$ cat src/rtl/ea_pkg.sv
package ea_pkg;
    localparam int ADDR_W = 32;
    localparam int SCALE_W = 2;

    typedef logic [ADDR_W-1:0] addr_t;

    typedef enum logic [2:0] {
        S_IDLE  = 3'd0,
        S_PTR   = 3'd1,
        S_REQ   = 3'd2,
        S_WAIT  = 3'd3,
        S_FINAL = 3'd4,
        S_DONE  = 3'd5
    } seq_state_t;

    typedef struct packed {
        addr_t              base;
        addr_t              bdisp;
        addr_t              odisp;
        addr_t              index;
        logic [SCALE_W-1:0] scale;
        logic               index_en;
        logic               skip;
    } ea_ops_t;

    function automatic addr_t width_mask(input int w);
        addr_t m;
        for (int i = 0; i < ADDR_W; i++) m[i] = (i < w);
        return m;
    endfunction
endpackage

$ cat src/rtl/ea_index_scaler.sv
module ea_index_scaler
    import ea_pkg::*;
(
    input  addr_t              index,
    input  logic [SCALE_W-1:0] scale,
    input  logic               enable,
    output addr_t              term
);
    always_comb begin
        if (enable) term = index << scale;
        else        term = '0;
    end
endmodule

$ cat src/rtl/ea_add3.sv
module ea_add3 #(
    parameter int W = 32
) (
    input  logic [W-1:0] a,
    input  logic [W-1:0] b,
    input  logic [W-1:0] c,
    output logic [W-1:0] sum
);
    assign sum = a + b + c;
endmodule

$ cat src/rtl/ea_sequencer.sv
module ea_sequencer
    import ea_pkg::*;
(
    input  logic       clk,
    input  logic       rst,
    input  logic       start,
    input  logic       skip,
    input  logic       ack,
    output seq_state_t state
);
    seq_state_t nxt;

    always_comb begin
        nxt = state;
        case (state)
            S_IDLE:  if (start) nxt = S_PTR;
            S_PTR:   nxt = skip ? S_FINAL : S_REQ;
            S_REQ:   nxt = ack ? S_FINAL : S_WAIT;
            S_WAIT:  if (ack) nxt = S_FINAL;
            S_FINAL: nxt = S_DONE;
            S_DONE:  nxt = S_IDLE;
            default: nxt = S_IDLE;
        endcase
    end

    always_ff @(posedge clk) begin
        if (rst) state <= S_IDLE;
        else     state <= nxt;
    end
endmodule

$ cat src/rtl/mem_indirect_ea.sv
module mem_indirect_ea
    import ea_pkg::*;
#(
    parameter int OUT_W = 32
) (
    input  logic        clk,
    input  logic        rst,
    input  logic        start,
    input  logic [31:0] base_reg,
    input  logic [31:0] base_disp,
    input  logic [31:0] outer_disp,
    input  logic [31:0] index_reg,
    input  logic [1:0]  scale,
    input  logic        index_en,
    input  logic        skip_mem,
    output logic        mem_req,
    output logic [31:0] mem_addr,
    input  logic        mem_ack,
    input  logic [31:0] mem_rdata,
    output logic        busy,
    output logic        done,
    output logic [31:0] ea_out
);
    localparam addr_t OUT_MASK = width_mask(OUT_W);

    seq_state_t state;
    ea_ops_t    ops;
    addr_t      ptr_q, word_q, ea_q;
    addr_t      idx_term, ptr_sum, fin_a, fin_b, fin_sum;

    ea_sequencer u_seq (
        .clk   (clk),
        .rst   (rst),
        .start (start),
        .skip  (ops.skip),
        .ack   (mem_ack),
        .state (state)
    );

    ea_index_scaler u_scale (
        .index  (ops.index),
        .scale  (ops.scale),
        .enable (ops.index_en),
        .term   (idx_term)
    );

    ea_add3 #(.W(ADDR_W)) u_ptr_add (
        .a   (ops.base),
        .b   (ops.bdisp),
        .c   ('0),
        .sum (ptr_sum)
    );

    // bypass path: pointer + index; memory path: word + outer + index
    assign fin_a = ops.skip ? ptr_q : word_q;
    assign fin_b = ops.skip ? '0    : ops.odisp;

    ea_add3 #(.W(ADDR_W)) u_fin_add (
        .a   (fin_a),
        .b   (fin_b),
        .c   (idx_term),
        .sum (fin_sum)
    );

    always_ff @(posedge clk) begin
        if (rst) begin
            ops    <= '0;
            ptr_q  <= '0;
            word_q <= '0;
            ea_q   <= '0;
        end else begin
            if (state == S_IDLE && start) begin
                ops.base     <= base_reg;
                ops.bdisp    <= base_disp;
                ops.odisp    <= outer_disp;
                ops.index    <= index_reg;
                ops.scale    <= scale;
                ops.index_en <= index_en;
                ops.skip     <= skip_mem;
            end
            if (state == S_PTR) ptr_q <= ptr_sum;
            if ((state == S_REQ || state == S_WAIT) && mem_ack) word_q <= mem_rdata;
            if (state == S_FINAL) ea_q <= fin_sum;
        end
    end

    assign mem_req  = (state == S_REQ) || (state == S_WAIT);
    assign mem_addr = ptr_q & OUT_MASK;
    assign busy     = (state != S_IDLE);
    assign done     = (state == S_DONE);
    assign ea_out   = ea_q & OUT_MASK;
endmodule

$ cat config.mk
export PLATFORM = sky130hd
export DESIGN_NAME = mem_indirect_ea
export DESIGN_NICKNAME = d
export VERILOG_FILES = /design/src/rtl/ea_pkg.sv /design/src/rtl/ea_index_scaler.sv /design/src/rtl/ea_add3.sv /design/src/rtl/ea_sequencer.sv /design/src/rtl/mem_indirect_ea.sv
export SDC_FILE = /design/constraint.sdc
export NUM_CORES = 1
export LEC_CHECK = 0
export ABC_AREA = 0
export BUFFER_PORTS_ARGS = -buffer_cell sky130_fd_sc_hd__buf_2
export CAP_MARGIN = 0
export CORE_ASPECT_RATIO = 0.75
export CORE_MARGIN = 2
export CORE_UTILIZATION = 30
export DETAILED_ROUTE_END_ITERATION = 10
export PLACE_DENSITY = 0.46
export SLEW_MARGIN = 0
export SYNTH_ARGS = -nofsm -noshare
export SYNTH_HDL_FRONTEND = slang
export SYNTH_SLANG_ARGS = --single-unit
$ cat constraint.sdc
create_clock -name clk -period 13.6 [get_ports clk]
set_clock_uncertainty 0.05 [all_clocks]
set_input_delay 2.04 -clock clk [delete_from_list [all_inputs] [get_ports clk]]
set_output_delay 2.04 -clock clk [all_outputs]
set_load 0.05 [all_outputs]
==> metrics, run 1 <==
die area=0.0464 mm²; total gr overflow=0; final worst setup slack=around 8.9 ns; Worst Max-Slew Pin Slew=1.24 ns; Num Clock Sinks=between 200 and 250; Int Pwr=approximately 1.3 mW; Reg clk slew, reported paths=around 0.060 ns; drt wl/cell=17.7 µm; area delta synth->final=18.6%; Ports=between 200 and 250; hpwl dp=approximately 35000 µm; Slew HR=between 10% and 20%; Setup Total Neg Slack=0 ns; critical path type=flop to flop; Max Buffers Root-to-Sink=3; Syn Nets=2012; first-pass GRT wire length=a little under 70000 µm; maximum vdd ir drop=90.9 µV; Switch Pwr=0.583 mW; final worst-path cycle share=between 30% and 40%; CP max-delay cell=dfxtp_2; TritonCTS clock tree=done; area share of the largest cell type after synthesis=roughly a third; CP Launch Type=flop; RSZ-0062 raised after global routing=no; Netlist cell types=between 70 and 80; number of global-route vias before repair=approximately 12k; synth top area cells=dfxtp_1 (34%), nand2_1 (14%), a21oi_1 (9.9%); CP Cell Sequence=mux2_2, nand3_1, fa_1, inv_1, ha_1, fa_1, a21oi_1, o221ai_1, a31o_2, a211o_1, o21ai_0, o21ai_0, nand2_1, o221ai_1; Die X-Extent=between 200 and 250 µm; Pwr Density=between 100 and 150 mW/mm²; Clock power frac=around two fifths; Port Buf Inserts=234; clock tree root driver cell=clkbuf_16; worst path bufs/invs=1; Clock Latency Late Sink=0.57 ns; Num CTS Buffers=27; Post-CTS Setup Bufs=0; Hold Fails Final Rpt=0; post-synthesis sequential area ratio=34.5%; status=finished, final reports clean; Final ANT Viol Nets=0; Post-route DRC=0; starting DRC count in detailed routing=slightly below 700; top cell type by total area after synthesis=dfxtp_1; initial core utilization=30.2%; initial antenna violation count=0; Max Cap Viol=0; post-synthesis average cell area=around 7.7 µm²; fraction of layout instances using a drive strength above 1=between 15 and 20%; setup violators final=0; nets=2177; Hold Buf Count CTS=0; Ant. Diodes=0; CP required=approximately 14 ns; pre-CTS WS=about 9 ns; Crit path largest cell delay=between 0.9 and 1 ns; placer congestion estimate=0.875; min cycle time layout=~4.7 ns; max-slew violation count=0; Routed WL=roughly 45000 µm; post-CTS sizing=0; fraction of registers with async set/reset=0%; Leak Pwr=6.91 nW; sequential fraction of design power=40.4%; largest net degree at the start of global routing=roughly 100; DR vias/cell=4.93; number of core rows=67; CORE AREA=approximately 0.044 mm²; Pre-antenna DRT Iters=5; CP arrival=4.99 ns; Fillers=roughly 4.8k; synthesized area=about 0.013 mm²; EDFF count, synth=0; class of the tightest hold or removal check=flop to flop; crit path max fanout=34; synthesized instance count=between 1.5k and 2k; Synth Warn #=0; ys flop type=dfxtp_1; CTS H-tree depth=1; Via Count=~12k; gr usage total=about a fifth; Gate power share=19.8%; critical path endpoint category=flop; CP top delay family=compound AO/OA/AOI/OAI gates; Synth Register Bits=approximately 230; switch share=30.9%; f_max=~0.21 GHz; die height=187 µm
[placed cells by master, fill, tap and decap left out, types with 5 or more instances in the layout]
cell	instances
a211oi_1	9
a21o_1	30
a21oi_1	265
a31oi_1	9
and2_1	12
and3_1	15
buf_2	233
buf_4	10
clkbuf_1	5
clkbuf_16	27
clkbuf_8	6
dfxtp_1	229
fa_1	33
ha_1	61
inv_1	71
mux2_2	8
mux2i_1	50
mux4_2	6
nand2_1	493
nand2b_1	33
nand3_1	49
nand4_1	13
nor2_1	54
nor2b_1	14
nor3_1	11
o211ai_1	6
o21a_1	8
o21ai_0	28
o21bai_1	6
o221ai_1	5
or3_1	12
xnor2_1	26
xor2_1	14
[cell type report]
class	instances	area, µm²	area share [%]
tap	586	733	4.61
sequential	231	4630	29.1
inverter	71	267	1.68
clock buffer	38	777	4.88
clock inverter	8	133	0.834
timing repair buffer	244	1250	7.87
multi-input combinational	1340	8120	51.0
[final timing paths]
check	startpoint	to	slack, ns	cells past startpoint
max	ops[2]	ea_out[31]	8.94	14
min	ea_out[13]	ea_out[13]	0.40	2
max reg2reg	ops[2]	ea_out[31]	8.94	14
min reg2reg	ea_out[13]	ea_out[13]	0.40	2
[power by group through the flow]
| stage | clock [mW] | sequential (mW) | combinational, mW |
|---|---|---|---|
| 5_1_grt | 0.805 | 0.768 | 0.417 |
| 2_1_floorplan | 0 | 0.780 | 0.248 |
| 6_report | 0.751 | 0.761 | 0.372 |
| 3_5_place_dp | 0 | 0.777 | 0.375 |
| 3_3_place_gp | 0 | 0.775 | 0.372 |
| 4_1_cts | 0.774 | 0.762 | 0.376 |
[cells by family after synthesis]
logic type / synth area share, %
compound gates: 18.3
xor+xnor: 2.61
fa+ha+maj: 10.6
flops: 34.5
buf+inv: 5.09
simple gates: 23.5
mux: 5.41
[cells in the mapped netlist (all sizes together), types with 8 or more instances]
cell type	instances
a21oi	267
clkbuf	96
nand3	49
a211oi	9
o21ai	31
o21a	8
ha	61
or3	12
nor3	11
xnor2	26
mux2	8
and2	13
xor2	14
a21o	30
fa	33
nand2b	33
and3	17
a31oi	9
mux2i	50
nand4	13
nor2	54
nand2	494
nor2b	15
dfxtp	231
buf	12
inv	71
[metrics by stage]
step	hold WS [ns]	power, mW	util (%)	std cells	cell area, µm²
final	0.400	1.88	35.8	2518	15900
after global routing	0.415	1.99	35.8	2518	15900
after CTS	0.402	1.91	35.8	2518	15900
after detailed placement	0.393	1.15	33.8	2472	15000
after global placement	0.389	1.15	33.8	2472	15000
after floorplan	0.382	1.03	-	1750	13400
[worst reg2reg max path: cells and delay by family (launching register included)]
family	cells	cell delay [ns]
muxes	1	0.33
and+or+nand+nor	2	0.22
AOI/OAI and AO/OA	7	1.62
adders and majority gates	3	1.29
buffers and inverters	1	0.05
DFF	1	0.92
[layer usage]
metal | vias up | wire length (µm) | track usage, %
met3 | 40 | 3100 | 4.42
met4 | 0 | 629 | 2.79
met1 | 5817 | 22800 | 29.2
li1 | 6266 | - | -
met2 | 302 | 18000 | 26.8
met5 | - | 0 | 0
[state kept, by name, indices dropped and copies added, names as in the netlist]
name and flops:
ea_out 32, mem_addr 32, ops 132, u_seq.state 3
word_q 32
Power figures use the tool's default switching activity.
==> run 2, diff against run 1 <==
- PLACE_DENSITY: 0.46 -> 0.48
- clock period: 13.6 -> 4.28 ns (I/O delays scaled with it)
==> run 2 against run 1 <==
  * Die area is the same
  * Routed wire length is 2.4% higher
  * Highest routed layer is now met5
  * Largest power group unchanged
  * Largest cell class unchanged
  * Sequential share of layout area is 0.14 points lower
  * Design area up 0.50%
  * Cell count increased by 0.68%
  * Global-route usage up 0.16 points
  * Critical path depth is 1 higher
  * Sequential power rose to 3.2 times the previous value
==> metrics, run 2 (synthesis gave the netlist of run 1 again) <==
cell area after placement=0.0151 mm²; Most flops, register=ops; Gate power share=about a fifth; Min Hold Slack=between 0.2 and 0.3 ns; Reg clk slew, reported paths=about 0.060 ns; Worst R2R End=ea_out[30]; most frequent cells in the layout=nand2_1 (493), a21oi_1 (265), buf_2 (233); Pre-antenna DRT Iters=5; fin util=around 36%; max-slew violation count=0; initial antenna violation count=2; Crit path largest cell delay=roughly 0.63 ns; Die X-Extent=between 200 and 250 µm; first-pass GRT wire length=about 69000 µm; commonest non-fill, non-tap cell in the layout=nand2_1; CP Launch Type=flop; gr usage total=a little under a fifth; hold path depth=3; Max Cap Viol=0; drt wl/cell=between 15 and 20 µm; setup violators final=0; Leak Pwr=between 6 and 7 nW; CP top delay family=simple AND/OR/NAND/NOR gates; number of core rows=67; maximum vdd ir drop=about 250 µV; Max Buffers Root-to-Sink=3; RSZ-0062 raised after global routing=no; Setup Total Neg Slack=0 ns; hpwl dp=35400 µm; total gr overflow=0; Post-CTS Setup Bufs=0; initial core utilization=a little under a third; R2R Path Start=ops[3]; Worst Max-Slew Pin Slew=between 1 and 1.5 ns; critical path endpoint category=flop; critical path type=flop to flop; CP arrival=roughly 4.4 ns; area delta synth->final=19.2%; Ports=between 200 and 250; status=finished, final reports clean; hold path start=index_reg[7]; Slew HR=~24%; Post-route DRC=0; max reg flops=approximately 130; starting DRC count in detailed routing=668; sequential fraction of design power=41.0%; DR vias/cell=between 4 and 5; die area=between 0.04 and 0.05 mm²; number of global-route vias before repair=roughly 12k; Num Clock Sinks=231; Num CTS Buffers=27; Clock power frac=between 30% and 40%; TritonCTS clock tree=done; Finished Layout Cells=approximately 2.5k; dpl cells=about 2.5k; Port Buf Inserts=approximately 230; cells on worst reg2reg path=15; worst reg2reg setup slack=0.29 ns; Via Count=12.7k; CORE AREA=about 0.044 mm²; CTS H-tree depth=1; placer congestion estimate=roughly 0.89; Final ANT Viol Nets=0; min cycle time layout=3.99 ns; fin area=0.0160 mm²; Pwr Density=366 mW/mm²; Int Pwr=roughly 4.0 mW; f_max=between 0.2 and 0.3 GHz; die height=187 µm; Hold Fails Final Rpt=0; final worst-path cycle share=between 90 and 100%; crit path max fanout=22; switch share=a little under a third; largest net degree at the start of global routing=160; CP max-delay cell=or4b_2; Routed WL=about 46000 µm; Clock Latency Late Sink=0.56 ns; CP required=between 4 and 5 ns; worst path bufs/invs=3; CP Cell Sequence=inv_1, buf_4, nand2_1, nand3_1, fa_1, inv_1, ha_1, a21o_1, a21o_1, a21oi_1, o21ai_0, nand3_1, nand2_1, or4b_2, o211ai_1; Switch Pwr=around 1.9 mW; Hold EP=ops[11]; nets=roughly 2.2k; fraction of layout instances using a drive strength above 1=16.9%; class of the tightest hold or removal check=input port to flop; post-CTS sizing=0; Hold Buf Count CTS=0; clock tree root driver cell=clkbuf_16
-- run 2: metrics by stage --
stage / setup slack [ns] / power [mW]
global route: 0.0440 / 6.17
detailed placement: 0.320 / 3.69
finish: 0.294 / 5.86
CTS: 0.324 / 5.93
global placement: 0.371 / 3.69
floorplan: 0.0573 / 3.27
-- run 2: worst max-delay path by stage --
stage,depth (start not counted),slack (ns),from,endpoint
after floorplan,18,0.06,ops[2],ea_out[30]
after global placement,12,0.37,ops[0],ea_out[31]
after detailed placement,12,0.32,ops[0],ea_out[31]
after CTS,12,0.32,ops[0],ea_out[31]
after global routing,14,0.04,ops[2],ea_out[31]
final,15,0.29,ops[3],ea_out[30]
-- run 2: layout make-up --
type	count	area, µm²
multi-input cells	1340	8120
repair buffers	257	1400
fillers	4829	28400
clock inverters	7	46.3
clock buffers	42	792
diodes	1	2.50
well taps	586	733
flip-flops and latches	231	4630
inverters	71	267
-- run 2: power by group through the flow --
stage | Combinational [mW] | Sequential, mW | Clock (mW)
3_3_place_gp | 1.23 | 2.45 | 0
4_1_cts | 1.25 | 2.41 | 2.28
6_report | 1.24 | 2.40 | 2.22
5_1_grt | 1.38 | 2.42 | 2.38
3_5_place_dp | 1.24 | 2.45 | 0
2_1_floorplan | 0.788 | 2.48 | 0
-- run 2: worst register-to-register path: cells and delay by family (launching register included) --
family	cells	cell delay [ns]
AND/OR/NAND/NOR	5	1.12
adder cells (fa/ha/maj)	2	0.98
flip-flops	1	0.44
buffers and inverters	3	0.34
AO/OA/AOI/OAI	5	0.97
-- run 2: layer usage --
layer	routed length (µm)	vias up	share of wire [%]	global-route usage (%)
met2	18200	356	40	26.7
met4	829	4	1.8	3.71
met5	116	-	0.25	1.68
met3	3370	47	7.4	4.51
met1	23100	5962	51	29.2
li1	-	6295	-	-
==> run 3, diff against run 2 <==
--- a/config.mk
+++ b/config.mk
@@ -11,7 +11,7 @@
 export CORE_ASPECT_RATIO = 0.75
 export CORE_MARGIN = 2
-export CORE_UTILIZATION = 30
+export CORE_UTILIZATION = 52
 export DETAILED_ROUTE_END_ITERATION = 10
-export PLACE_DENSITY = 0.48
+export PLACE_DENSITY = 0.76
 export SLEW_MARGIN = 0
 export SYNTH_ARGS = -nofsm -noshare
==> constraint.sdc (replaced) <==
create_clock -name clk -period 4.28 [get_ports clk]
set_clock_uncertainty 0.05 [all_clocks]
set_input_delay 0.428 -clock clk [delete_from_list [all_inputs] [get_ports clk]]
set_output_delay 0.428 -clock clk [all_outputs]
set_load 0.05 [all_outputs]
==> run 3 against run 2 <==
  * Non-clock buffer count shrank 8
  * Die area shrank 42%
  * Via count fell by 0.14%
  * Combinational power fell by 3%
  * Sequential share of layout area rose by 0.78 points
  * First-iteration DRC count grew 61%
  * Core utilization increased by 26 points
  * Critical endpoint is now ea_out[31]
  * Largest power group unchanged
==> metrics, run 3 (synthesis gave the netlist of run 1 again) <==
most frequent cells in the layout=nand2_1 (493), a21oi_1 (264), buf_2 (233); initial antenna violation count=0; nets=roughly 2.2k; multi-input logic area=0.00812 mm²; maximum vdd ir drop=292 µV; crit path max fanout=33; Hold Buf Count CTS=0; max reg flops=around 130; Worst Max-Slew Pin Slew=~1.2 ns; critical path endpoint category=flop; gr usage total=28.3%; CORE AREA=~0.025 mm²; CP Launch Type=flop; Pwr Density=roughly 370 mW/mm²; commonest non-fill, non-tap cell in the layout=nand2_1; Most flops, register=ops; clock tree root driver cell=clkbuf_16; setup violators final=0; Fillers=approximately 2.3k; Reg area=between 0.004 and 0.005 mm²; Ant. Diodes=0; first-pass GRT wire length=approximately 61000 µm; Max Cap Viol=0; CP required=about 4.6 ns; max-slew violation count=0; f_max=about 0.25 GHz; Slew HR=19.2%; die area=approximately 0.027 mm²; Final ANT Viol Nets=0; Max Buffers Root-to-Sink=3; final worst-path cycle share=approximately 92%; min cycle time layout=between 3 and 4 ns; fraction of layout instances using a drive strength above 1=16.6%; Routed WL=just under 40000 µm; CTS H-tree depth=1; class of the tightest hold or removal check=input port to flop; Setup Total Neg Slack=0 ns; area delta synth->final=16.1%; die height=143 µm; Ports=between 200 and 250; final worst setup slack=~0.34 ns; pre-CTS WS=about 0.34 ns; CP arrival=4.24 ns; status=finished, final reports clean; hpwl dp=between 20000 and 30000 µm; drt wl/cell=roughly 17 µm; Leak Pwr=roughly 6.9 nW; initial core utilization=53.3%; Die X-Extent=189 µm; Reg clk slew, reported paths=about 0.060 ns; starting DRC count in detailed routing=1077; Port Buf Inserts=~230; RSZ-0062 raised after global routing=no; Num Clock Sinks=231; number of core rows=50; TritonCTS clock tree=done; Clock Latency Late Sink=around 0.53 ns; largest net degree at the start of global routing=127; Via Count=about 13k; Hold Fails Final Rpt=0; critical path type=flop to flop; placer congestion estimate=slightly above 0.9; DR vias/cell=5.57; Num CTS Buffers=24; Post-route DRC=0; Pre-antenna DRT Iters=6; total gr overflow=0; number of global-route vias before repair=between 10k and 15k
run 3: final timing paths:
| path | start | cells past startpoint | slack (ns) | to |
|---|---|---|---|---|
| max | ops[2] | 14 | 0.34 | ea_out[31] |
| min | base_disp[2] | 3 | 0.08 | ops[70] |
| max reg2reg | ops[2] | 14 | 0.34 | ea_out[31] |
| min reg2reg | ea_out[10] | 2 | 0.40 | ea_out[10] |
run 3: where the power goes:
group          internal (mW)  switching (mW)  total, mW
Combinational          0.416           0.783       1.20
Clock                   1.29           0.873       2.17
Sequential              2.29           0.111       2.40
run 3: final cells by class:
| cell class | count | share of cell area, % |
|---|---|---|
| repair buffers | 249 | 8.45 |
| clock buffers | 32 | 4.37 |
| multi-input cells | 1340 | 52.2 |
| clock inverters | 9 | 0.860 |
| flip-flops and latches | 231 | 29.7 |
| inverters | 71 | 1.71 |
| well taps | 338 | 2.72 |
run 3: worst max-delay path, stage by stage (launching register included):
cell and delay (ns):
dfxtp_2 0.35, buf_12 0.23, mux2i_1 0.28, nand2_1 0.09, and3_1 0.22, fa_1 0.48
ha_1 0.36, a21oi_1 0.27, o221ai_1 0.22, a31o_2 0.31, a211o_1 0.27, o21ai_0 0.27
o21ai_0 0.18, nand2_1 0.08, o221ai_1 0.10
run 3: repair_timing:
action / in CTS / in global routing
buffers inserted: 0 / 0
resized for setup: 0 / 1
setup endpoints to repair: 0 / 1
run 3: per-layer routing:
layer  track usage (%)  routed length [µm]  vias up
met5                 0                   0        -
met2              40.6               15800      477
met4              6.65                 897        0
met3              6.88                3720       51
li1                  -                   -     6266
met1              42.3               19000     5852
run 3: stage by stage:
step / utilization (%) / cells / cell area [µm²] / power [mW] / hold slack (ns)
6_report: 61.9 / 2270 / 15600 / 5.77 / 0.0829
4_1_cts: 61.9 / 2270 / 15600 / 5.79 / 0.0636
3_5_place_dp: 58.7 / 2229 / 14800 / 3.63 / 0.393
2_1_floorplan: - / 1750 / 13400 / 3.27 / 0.382
3_3_place_gp: 58.7 / 2229 / 14800 / 3.60 / 0.386
5_1_grt: 61.9 / 2270 / 15600 / 6.03 / 0.0720
